--- config.mk ---
export PLATFORM = sky130hd
export DESIGN_NAME = xbus_bridge
export DESIGN_NICKNAME = d
export VERILOG_FILES = /design/src/rtl/xbus_pkg.sv /design/src/rtl/xbus_ctrl.sv /design/src/rtl/xbus_dpath.sv /design/src/rtl/xbus_bridge.sv
export SDC_FILE = /design/constraint.sdc
export NUM_CORES = 1
export LEC_CHECK = 0
export BUFFER_PORTS_ARGS = -buffer_cell sky130_fd_sc_hd__buf_2
export CORE_AREA = 2 2 62 64
export CTS_CLUSTER_DIAMETER = 80
export CTS_CLUSTER_SIZE = 25
export DETAILED_ROUTE_END_ITERATION = 6
export DIE_AREA = 0 0 64 66
export PLACE_DENSITY = 0.84
export SLEW_MARGIN = 20
export SYNTH_ARGS = -nofsm -noshare
export SYNTH_HDL_FRONTEND = slang
export SYNTH_SLANG_ARGS = --single-unit
export TNS_END_PERCENT = 5
--- constraint.sdc ---
create_clock -name clk -period 1.3 [get_ports clk]
set_input_delay 0.065 -clock clk [delete_from_list [all_inputs] [get_ports clk]]
set_output_delay 0.065 -clock clk [all_outputs]
set_load 0.01 [all_outputs]
--- src/rtl/xbus_pkg.sv ---
package xbus_pkg;
  localparam int PORT_W = 2;

  typedef enum logic [PORT_W-1:0] {
    PORT_ADDR_LO = 2'd0,
    PORT_ADDR_HI = 2'd1,
    PORT_DATA    = 2'd2,
    PORT_NONE    = 2'd3
  } portSel_e;

  typedef struct packed {
    logic ldLo;     // load low address half this edge
    logic ldHi;     // load high address half this edge
    logic ldWdata;  // latch outbound data this edge
    logic retLo;    // return low half on read bus
    logic retHi;    // return high half on read bus
    logic capture;  // sample external read data this edge
  } ctrlStrobes_t;
endpackage

--- src/rtl/xbus_ctrl.sv ---
module xbus_ctrl
  import xbus_pkg::*;
(
  input  logic              clk,
  input  logic              rstN,
  input  logic              sysCs,
  input  logic [PORT_W-1:0] sysAddr,
  input  logic              sysWe,
  input  logic              sysRe,
  output ctrlStrobes_t      strobes,
  output logic              extWrStb,
  output logic              extRdStb,
  output logic              sysAck
);
  portSel_e port;
  logic     isWrite;
  logic     isRead;
  logic     hitLo;
  logic     hitHi;
  logic     hitData;
  logic     ackNext;

  always_comb begin
    port    = portSel_e'(sysAddr);
    isWrite = sysCs && sysWe;              // write wins over read
    isRead  = sysCs && sysRe && !sysWe;
    hitLo   = (port == PORT_ADDR_LO);
    hitHi   = (port == PORT_ADDR_HI);
    hitData = (port == PORT_DATA);
  end

  always_comb begin
    strobes.ldLo    = isWrite && hitLo;
    strobes.ldHi    = isWrite && hitHi;
    strobes.ldWdata = isWrite && hitData;
    strobes.retLo   = isRead && hitLo;
    strobes.retHi   = isRead && hitHi;
    strobes.capture = extRdStb;
  end

  always_comb begin
    ackNext = (isWrite && (hitLo || hitHi || hitData))
            || (isRead && (hitLo || hitHi))
            || extRdStb;
  end

  always_ff @(posedge clk or negedge rstN) begin
    if (!rstN) begin
      extWrStb <= 1'b0;
      extRdStb <= 1'b0;
      sysAck   <= 1'b0;
    end else begin
      extWrStb <= isWrite && hitData;
      extRdStb <= isRead && hitData;
      sysAck   <= ackNext;
    end
  end
endmodule

--- src/rtl/xbus_dpath.sv ---
module xbus_dpath
  import xbus_pkg::*;
#(
  parameter int DATA_W = 8,
  localparam int EXT_AW = 2 * DATA_W
) (
  input  logic              clk,
  input  logic              rstN,
  input  ctrlStrobes_t      strobes,
  input  logic [DATA_W-1:0] sysWdata,
  input  logic [DATA_W-1:0] extRdata,
  output logic [DATA_W-1:0] sysRdata,
  output logic [EXT_AW-1:0] extAddr,
  output logic [DATA_W-1:0] extWdata
);
  localparam int HALVES = 2;

  logic [DATA_W-1:0] addrHalf [HALVES];
  logic [HALVES-1:0] loadHalf;

  assign loadHalf = {strobes.ldHi, strobes.ldLo};

  for (genvar h = 0; h < HALVES; h++) begin : g_half
    always_ff @(posedge clk or negedge rstN) begin
      if (!rstN)            addrHalf[h] <= '0;
      else if (loadHalf[h]) addrHalf[h] <= sysWdata;
    end
    assign extAddr[h*DATA_W +: DATA_W] = addrHalf[h];
  end

  always_ff @(posedge clk or negedge rstN) begin
    if (!rstN)                extWdata <= '0;
    else if (strobes.ldWdata) extWdata <= sysWdata;
  end

  always_ff @(posedge clk or negedge rstN) begin
    if (!rstN)                sysRdata <= '0;
    else if (strobes.capture) sysRdata <= extRdata;
    else if (strobes.retLo)   sysRdata <= addrHalf[0];
    else if (strobes.retHi)   sysRdata <= addrHalf[1];
  end
endmodule

--- src/rtl/xbus_bridge.sv ---
module xbus_bridge
  import xbus_pkg::*;
#(
  parameter int DATA_W = 8
) (
  input  logic                  clk,
  input  logic                  rstN,
  input  logic                  sysCs,
  input  logic [1:0]            sysAddr,
  input  logic                  sysWe,
  input  logic                  sysRe,
  input  logic [DATA_W-1:0]     sysWdata,
  output logic [DATA_W-1:0]     sysRdata,
  output logic                  sysAck,
  output logic [2*DATA_W-1:0]   extAddr,
  output logic [DATA_W-1:0]     extWdata,
  input  logic [DATA_W-1:0]     extRdata,
  output logic                  extWrStb,
  output logic                  extRdStb
);
  ctrlStrobes_t strobes;

  xbus_ctrl u_ctrl (
    .clk      (clk),
    .rstN     (rstN),
    .sysCs    (sysCs),
    .sysAddr  (sysAddr),
    .sysWe    (sysWe),
    .sysRe    (sysRe),
    .strobes  (strobes),
    .extWrStb (extWrStb),
    .extRdStb (extRdStb),
    .sysAck   (sysAck)
  );

  xbus_dpath #(.DATA_W(DATA_W)) u_dpath (
    .clk      (clk),
    .rstN     (rstN),
    .strobes  (strobes),
    .sysWdata (sysWdata),
    .extRdata (extRdata),
    .sysRdata (sysRdata),
    .extAddr  (extAddr),
    .extWdata (extWdata)
  );
endmodule

Word-level counts from Yosys, hierarchy flattened
Cells that the tools add are included.
{"block": "totals", "output_inout_bits": 35, "reg_bits": 35, "word_cells": 30}
{"block": "op_classes", "muxes": 3, "n_eq_ne": 2, "reduce_logical": 18}
{"cell": "$mux 8", "count": 3}
{"cell": "$logic_and 1x1->1", "count": 11}
{"cell": "$logic_or 1x1->1", "count": 4}
{"cell": "$reduce_bool 3->1", "count": 1}
{"cell": "$eq 2x1->1 const B", "count": 1}
{"cell": "$eq 2x2->1 const B", "count": 1}
{"cell": "$logic_not 2->1", "count": 1}
{"cell": "$logic_not 1->1", "count": 1}

Depth between registers and ports, before layout
{"block": "logic_depth", "ltp_word": 6, "depth_mapped": 5, "mapped_depth_nobuf": 3}

Cells and area by module
A second synthesis with hierarchy kept.
{"block": "unflattened", "cells_unflattened": 113, "area_unflattened_um2": 1496.4}
{"mod": "xbus_dpath", "seq_area_each_um2": 800.8, "cells_each": 95, "area_each_um2": 1341.3, "n_inst": 1}
{"mod": "xbus_ctrl", "seq_area_each_um2": 75.1, "cells_each": 18, "area_each_um2": 155.1, "n_inst": 1}

Worst setup path after synthesis
No wires, ideal clock.
{"block": "synth_timing", "path_type": "flip-flop to flip-flop", "start": "register u_ctrl.extRdStb", "end": "register u_dpath.sysRdata[0]", "required_ns": 1.174, "setup_ns": 0.126, "slack_ns": 0.127, "path_stages_with_launch": 4, "period_less_slack_ns": 1.173, "path_buffers": 0, "arrival_ns": 1.047, "path_cell_list": "dfrtp_1 > nor2_1 > nand3_1 > o311a_1"}
{"block": "synth_between", "elab_chain_len": 1, "elab_cells_between_ends": 2, "cone_classes": "mux: 1; reduce/logical: 1"}
{"element": "from (decl)", "line": "xbus_ctrl.sv:12", "rtl": "output logic extRdStb,"}
{"element": "from (signal assigned)", "line": "xbus_ctrl.sv:54", "rtl": "extRdStb <= isRead && hitData;"}
{"element": "$reduce_bool 3->1 (no source line) or $mux 8 (tied branches)"}
{"element": "to (signal assigned)", "line": "xbus_dpath.sv:38", "rtl": "else if (strobes.capture) sysRdata <= extRdata;"}
{"element": "to (signal assigned)", "line": "xbus_dpath.sv:39", "rtl": "else if (strobes.retLo) sysRdata <= addrHalf[0];"}
{"element": "to (signal assigned)", "line": "xbus_dpath.sv:40", "rtl": "else if (strobes.retHi) sysRdata <= addrHalf[1];"}
{"element": "to (decl)", "line": "xbus_dpath.sv:12", "rtl": "output logic [DATA_W-1:0] sysRdata,"}
Parallel ways exist; a longest one is shown, timed or not.
A chain may end at the register's enable or synchronous reset.

Worst setup path in the final report
{"block": "layout_timing", "start": "register u_ctrl.extRdStb", "end": "output port extRdStb"}
{"element": "to (decl)", "line": "xbus_bridge.sv:19", "rtl": "output logic extRdStb"}
No word-level cell between the ends.

==> results <==
- The clock-pin slew of the registers on the worst-case setup and hold paths is about 100 ps.
- The run finished with clean final reports.
- The number of buffers between clock root and the deepest sink is 2.
- The data arrival time of the worst path is roughly 1100 ps.
- During placement, the flow inserted port buffers numbering 57.
- The minimum setup slack in the final design is slightly above 100 ps.
- The count of boundary I/O pins is 58.
- The via density per instance is 4.99.
- From synthesis to final layout, the design area changed by 33.4%.
- The wire length after detailed routing is roughly 3.4 mm.
- The post-synthesis net count is ~130.
- The initialized floorplan defines 22 standard-cell rows.
- Measured along the y axis, the die boundary spans around 66 µm.
- The number of max-slew violations in the final report is 0.
- In this run the number of H-tree levels came out at 2.
- The worst hold path passes through 2 cells.
- Dividing total power by cell area gives a power density of 1340 nW/µm².
- The tool flagged a number of max-cap violations equal to 0.
- TritonCTS built the clock tree.
- After detailed routing, the number of remaining DRC violations is 0.
- The floorplan core area is between 3000 and 4000 µm².
- Setup violations remaining at the end of the flow were counted as 0.
- The library cells used most frequently in the layout, excluding fill and tap cells, are 57 x sky130_fd_sc_hd__buf_2, 34 x sky130_fd_sc_hd__dfrtp_1, 24 x sky130_fd_sc_hd__mux2_2, 9 x sky130_fd_sc_hd__dlygate4sd3_1.
- The worst endpoint required time is around 1200 ps.
- After legalization and detailed placement, the total HPWL measured 2.59 mm.
- Of the post-synthesis cell area, the dominant cell type holds a little under three fifths.
- The classification of the worst setup path is flop to primary output.
- Yosys attributes the largest share of cell area to sky130_fd_sc_hd__dfrtp_1 57%, sky130_fd_sc_hd__mux2_2 18%, sky130_fd_sc_hd__mux2i_1 5.2%, sky130_fd_sc_hd__o311a_1 5.2%, sky130_fd_sc_hd__nand2b_1 3.3%.
- The type of origin of the critical path is a flop.
- The initial detailed-routing violation count is 33.
- Before CTS, the worst setup slack after placement is ~150 ps.
- At the end of the flow, the number of nets in the layout was 208.
- For the pin with the worst max-slew slack, the measured transition is between 400 and 500 ps.
- The min-delay analysis places its worst path in the category primary input to flop.
- The first TritonRoute pass finished after 4 iterations.
- The root cell of the clock tree is sky130_fd_sc_hd__clkbuf_4.
- Derived from the worst setup path, the maximum achievable clock frequency is around 830 MHz.
- The peak fanout along the critical path is 12.
- In this run, CTS created clock tree buffers numbering 5.
- Setup total negative slack on the finished layout was measured at 0 ps.
- After synthesis the cells add up to approximately 1500 µm².
- The number of antenna violations at the first check in global routing came to 0.
- The worst path in the final design needs a cycle of about 1200 ps, including I/O delays and setup.
- The starting density of the core is a little over two fifths.
- The highest ir drop seen on vdd is approximately 0.00062 V.
- The global route total overflow is 0.
- The number of distinct library cells after synthesis is 20.
- Dividing the synthesized area by the synthesized cell count gives 14.1 µm².
- The filler cells instantiated in the layout total 309.
- The endpoint type of the worst setup path is a primary output.
- The most frequent standard cell in the layout excluding fill and tap cells is sky130_fd_sc_hd__buf_2.
- The biggest area contributor in the post-synthesis netlist is sky130_fd_sc_hd__dfrtp_1.
- The worst-case reg-to-reg path depth is 4.
- Synthesis inferred 35 register bits.
- The via count of the first global-routing pass is around 1200.
- The via count is ~1200.
- The share of the clock period used by the worst path is between 90% and 100%.
- The final number of hold-violating endpoints came to 0.
- The count of inserted antenna diode cells is 0.
- The die covers approximately 4200 µm².
- The footprint of the multi-input gates is a little over 600 µm².
- The antenna violation net count after detailed routing is 0.
- The wire length per cell after detailed routing is about 15 µm.
- The register area share after synthesis is a little under three fifths.
- The relative slew slack is 71.4%.
- The largest net degree at the start of global routing is 19.
- Summing all flip-flop and latch instances after layout gives between 800 and 900 µm².
- For this run, the total global-route usage over all layers was measured as roughly 18%.
- Routability-driven placement finished with a final weighted congestion of 0.823.
- At the later pin of the worst-skew pair, clock insertion delay measures around 330 ps.
- Setup repair after global routing left no endpoint under its margin.
- The count of clock tree sinks is 35.
- The setup skew after layout is 8.44 ps.
- The post-route netlist has between 50% and 60% of its cells at a drive strength greater than 1.
- The leakage power is 1.02 nW.
- The first global-routing pass estimated about 5.7 mm of wire.
- In the synthesized netlist, the number of instances is around 110.
- The die boundary width is approximately 64 µm.
- The warning count from the yosys run is 0.
==> per-layer routing <==
layer	track usage [%]	share of wire [%]	vias to the layer above
met5	0	0	-
li1	-	-	551
met4	8.42	1.9	0
met1	20.7	42	561
met2	31.0	51	40
met3	5.28	5.3	6
==> final timing paths <==
check                      slack, ps                start                   to
setup / recovery                 100      u_ctrl.extRdStb             extRdStb
hold / removal                    20                sysCs        u_ctrl.sysAck
setup reg to reg                 200      u_ctrl.extRdStb  u_dpath.sysRdata[5]
hold reg to reg                  520  u_dpath.extWdata[7]  u_dpath.extWdata[7]
max in group asynchronous        660                 rstN   u_dpath.extAddr[2]
min in group asynchronous        190                 rstN  u_dpath.sysRdata[2]
==> final cells by class <==
class,instances,area share [%]
clock buffers,6,2.01
inverters,2,0.366
well taps,48,2.93
flip-flops and latches,35,42.7
multi-input cells,67,30.1
repair buffers,74,21.8
==> critical path: stages (launching register included) <==
cell and delay [ps]:
sky130_fd_sc_hd__dfrtp_2 490, sky130_fd_sc_hd__buf_4 180, sky130_fd_sc_hd__buf_2 130
==> report_power, final <==
part	internal, mW	switching [mW]
Combinational	0.413	0.357
Clock	0.192	0.322
Sequential	1.31	0.148
==> cell families after synthesis <==
logic type	after synthesis	synth area share, %
mux	32	22.8
buf+inv	7	2.85
simple gates	25	11.3
compound gates	10	6.10
flops	35	57.0
==> sequential cells by signal (all words and copies together) (netlist names) <==
register          cells
u_ctrl.extRdStb       1
u_dpath.extWdata      8
u_ctrl.sysAck         1
u_ctrl.extWrStb       1
u_dpath.sysRdata      8
u_dpath.extAddr      16
==> synth_stat cells <==
library cell / number
sky130_fd_sc_hd__dfrtp_1: 35
sky130_fd_sc_hd__mux2_2: 24
sky130_fd_sc_hd__mux2i_1: 8
sky130_fd_sc_hd__nand2b_1: 8
sky130_fd_sc_hd__nand3_1: 8
sky130_fd_sc_hd__o311a_1: 8
sky130_fd_sc_hd__buf_6: 2
sky130_fd_sc_hd__inv_1: 2
sky130_fd_sc_hd__nand4b_2: 2
sky130_fd_sc_hd__nor2_1: 2
sky130_fd_sc_hd__a21o_1: 1
sky130_fd_sc_hd__and3b_1: 1
sky130_fd_sc_hd__and3b_2: 1
sky130_fd_sc_hd__buf_2: 1
sky130_fd_sc_hd__clkbuf_1: 1
sky130_fd_sc_hd__clkbuf_2: 1
sky130_fd_sc_hd__nand2_1: 1
sky130_fd_sc_hd__nor2b_4: 1
sky130_fd_sc_hd__nor3_2: 1
sky130_fd_sc_hd__o22ai_1: 1
==> through the flow <==
step | area, µm² | instances | util [%] | power, mW | hold WS (ps)
detailed placement | 1920 | 217 | 54.1 | 2.24 | 21.7
global route | 2050 | 232 | 57.8 | 2.93 | 4.15
finish | 2050 | 232 | 57.8 | 2.75 | 15.6
floorplan | 1540 | 109 | - | 1.86 | -231
CTS | 2050 | 232 | 57.8 | 2.78 | 2.49
global placement | 1920 | 217 | 54.1 | 2.21 | 10.3
==> repair_timing <==
item / in CTS / in global routing
resized for setup: 1 / 0
buffers inserted: 0 / 0
endpoints found under the hold margin: 57 / 0
hold buffers: 9 / 0
endpoints found under the setup margin: 1 / 0
Power figures use the tool's default switching activity.
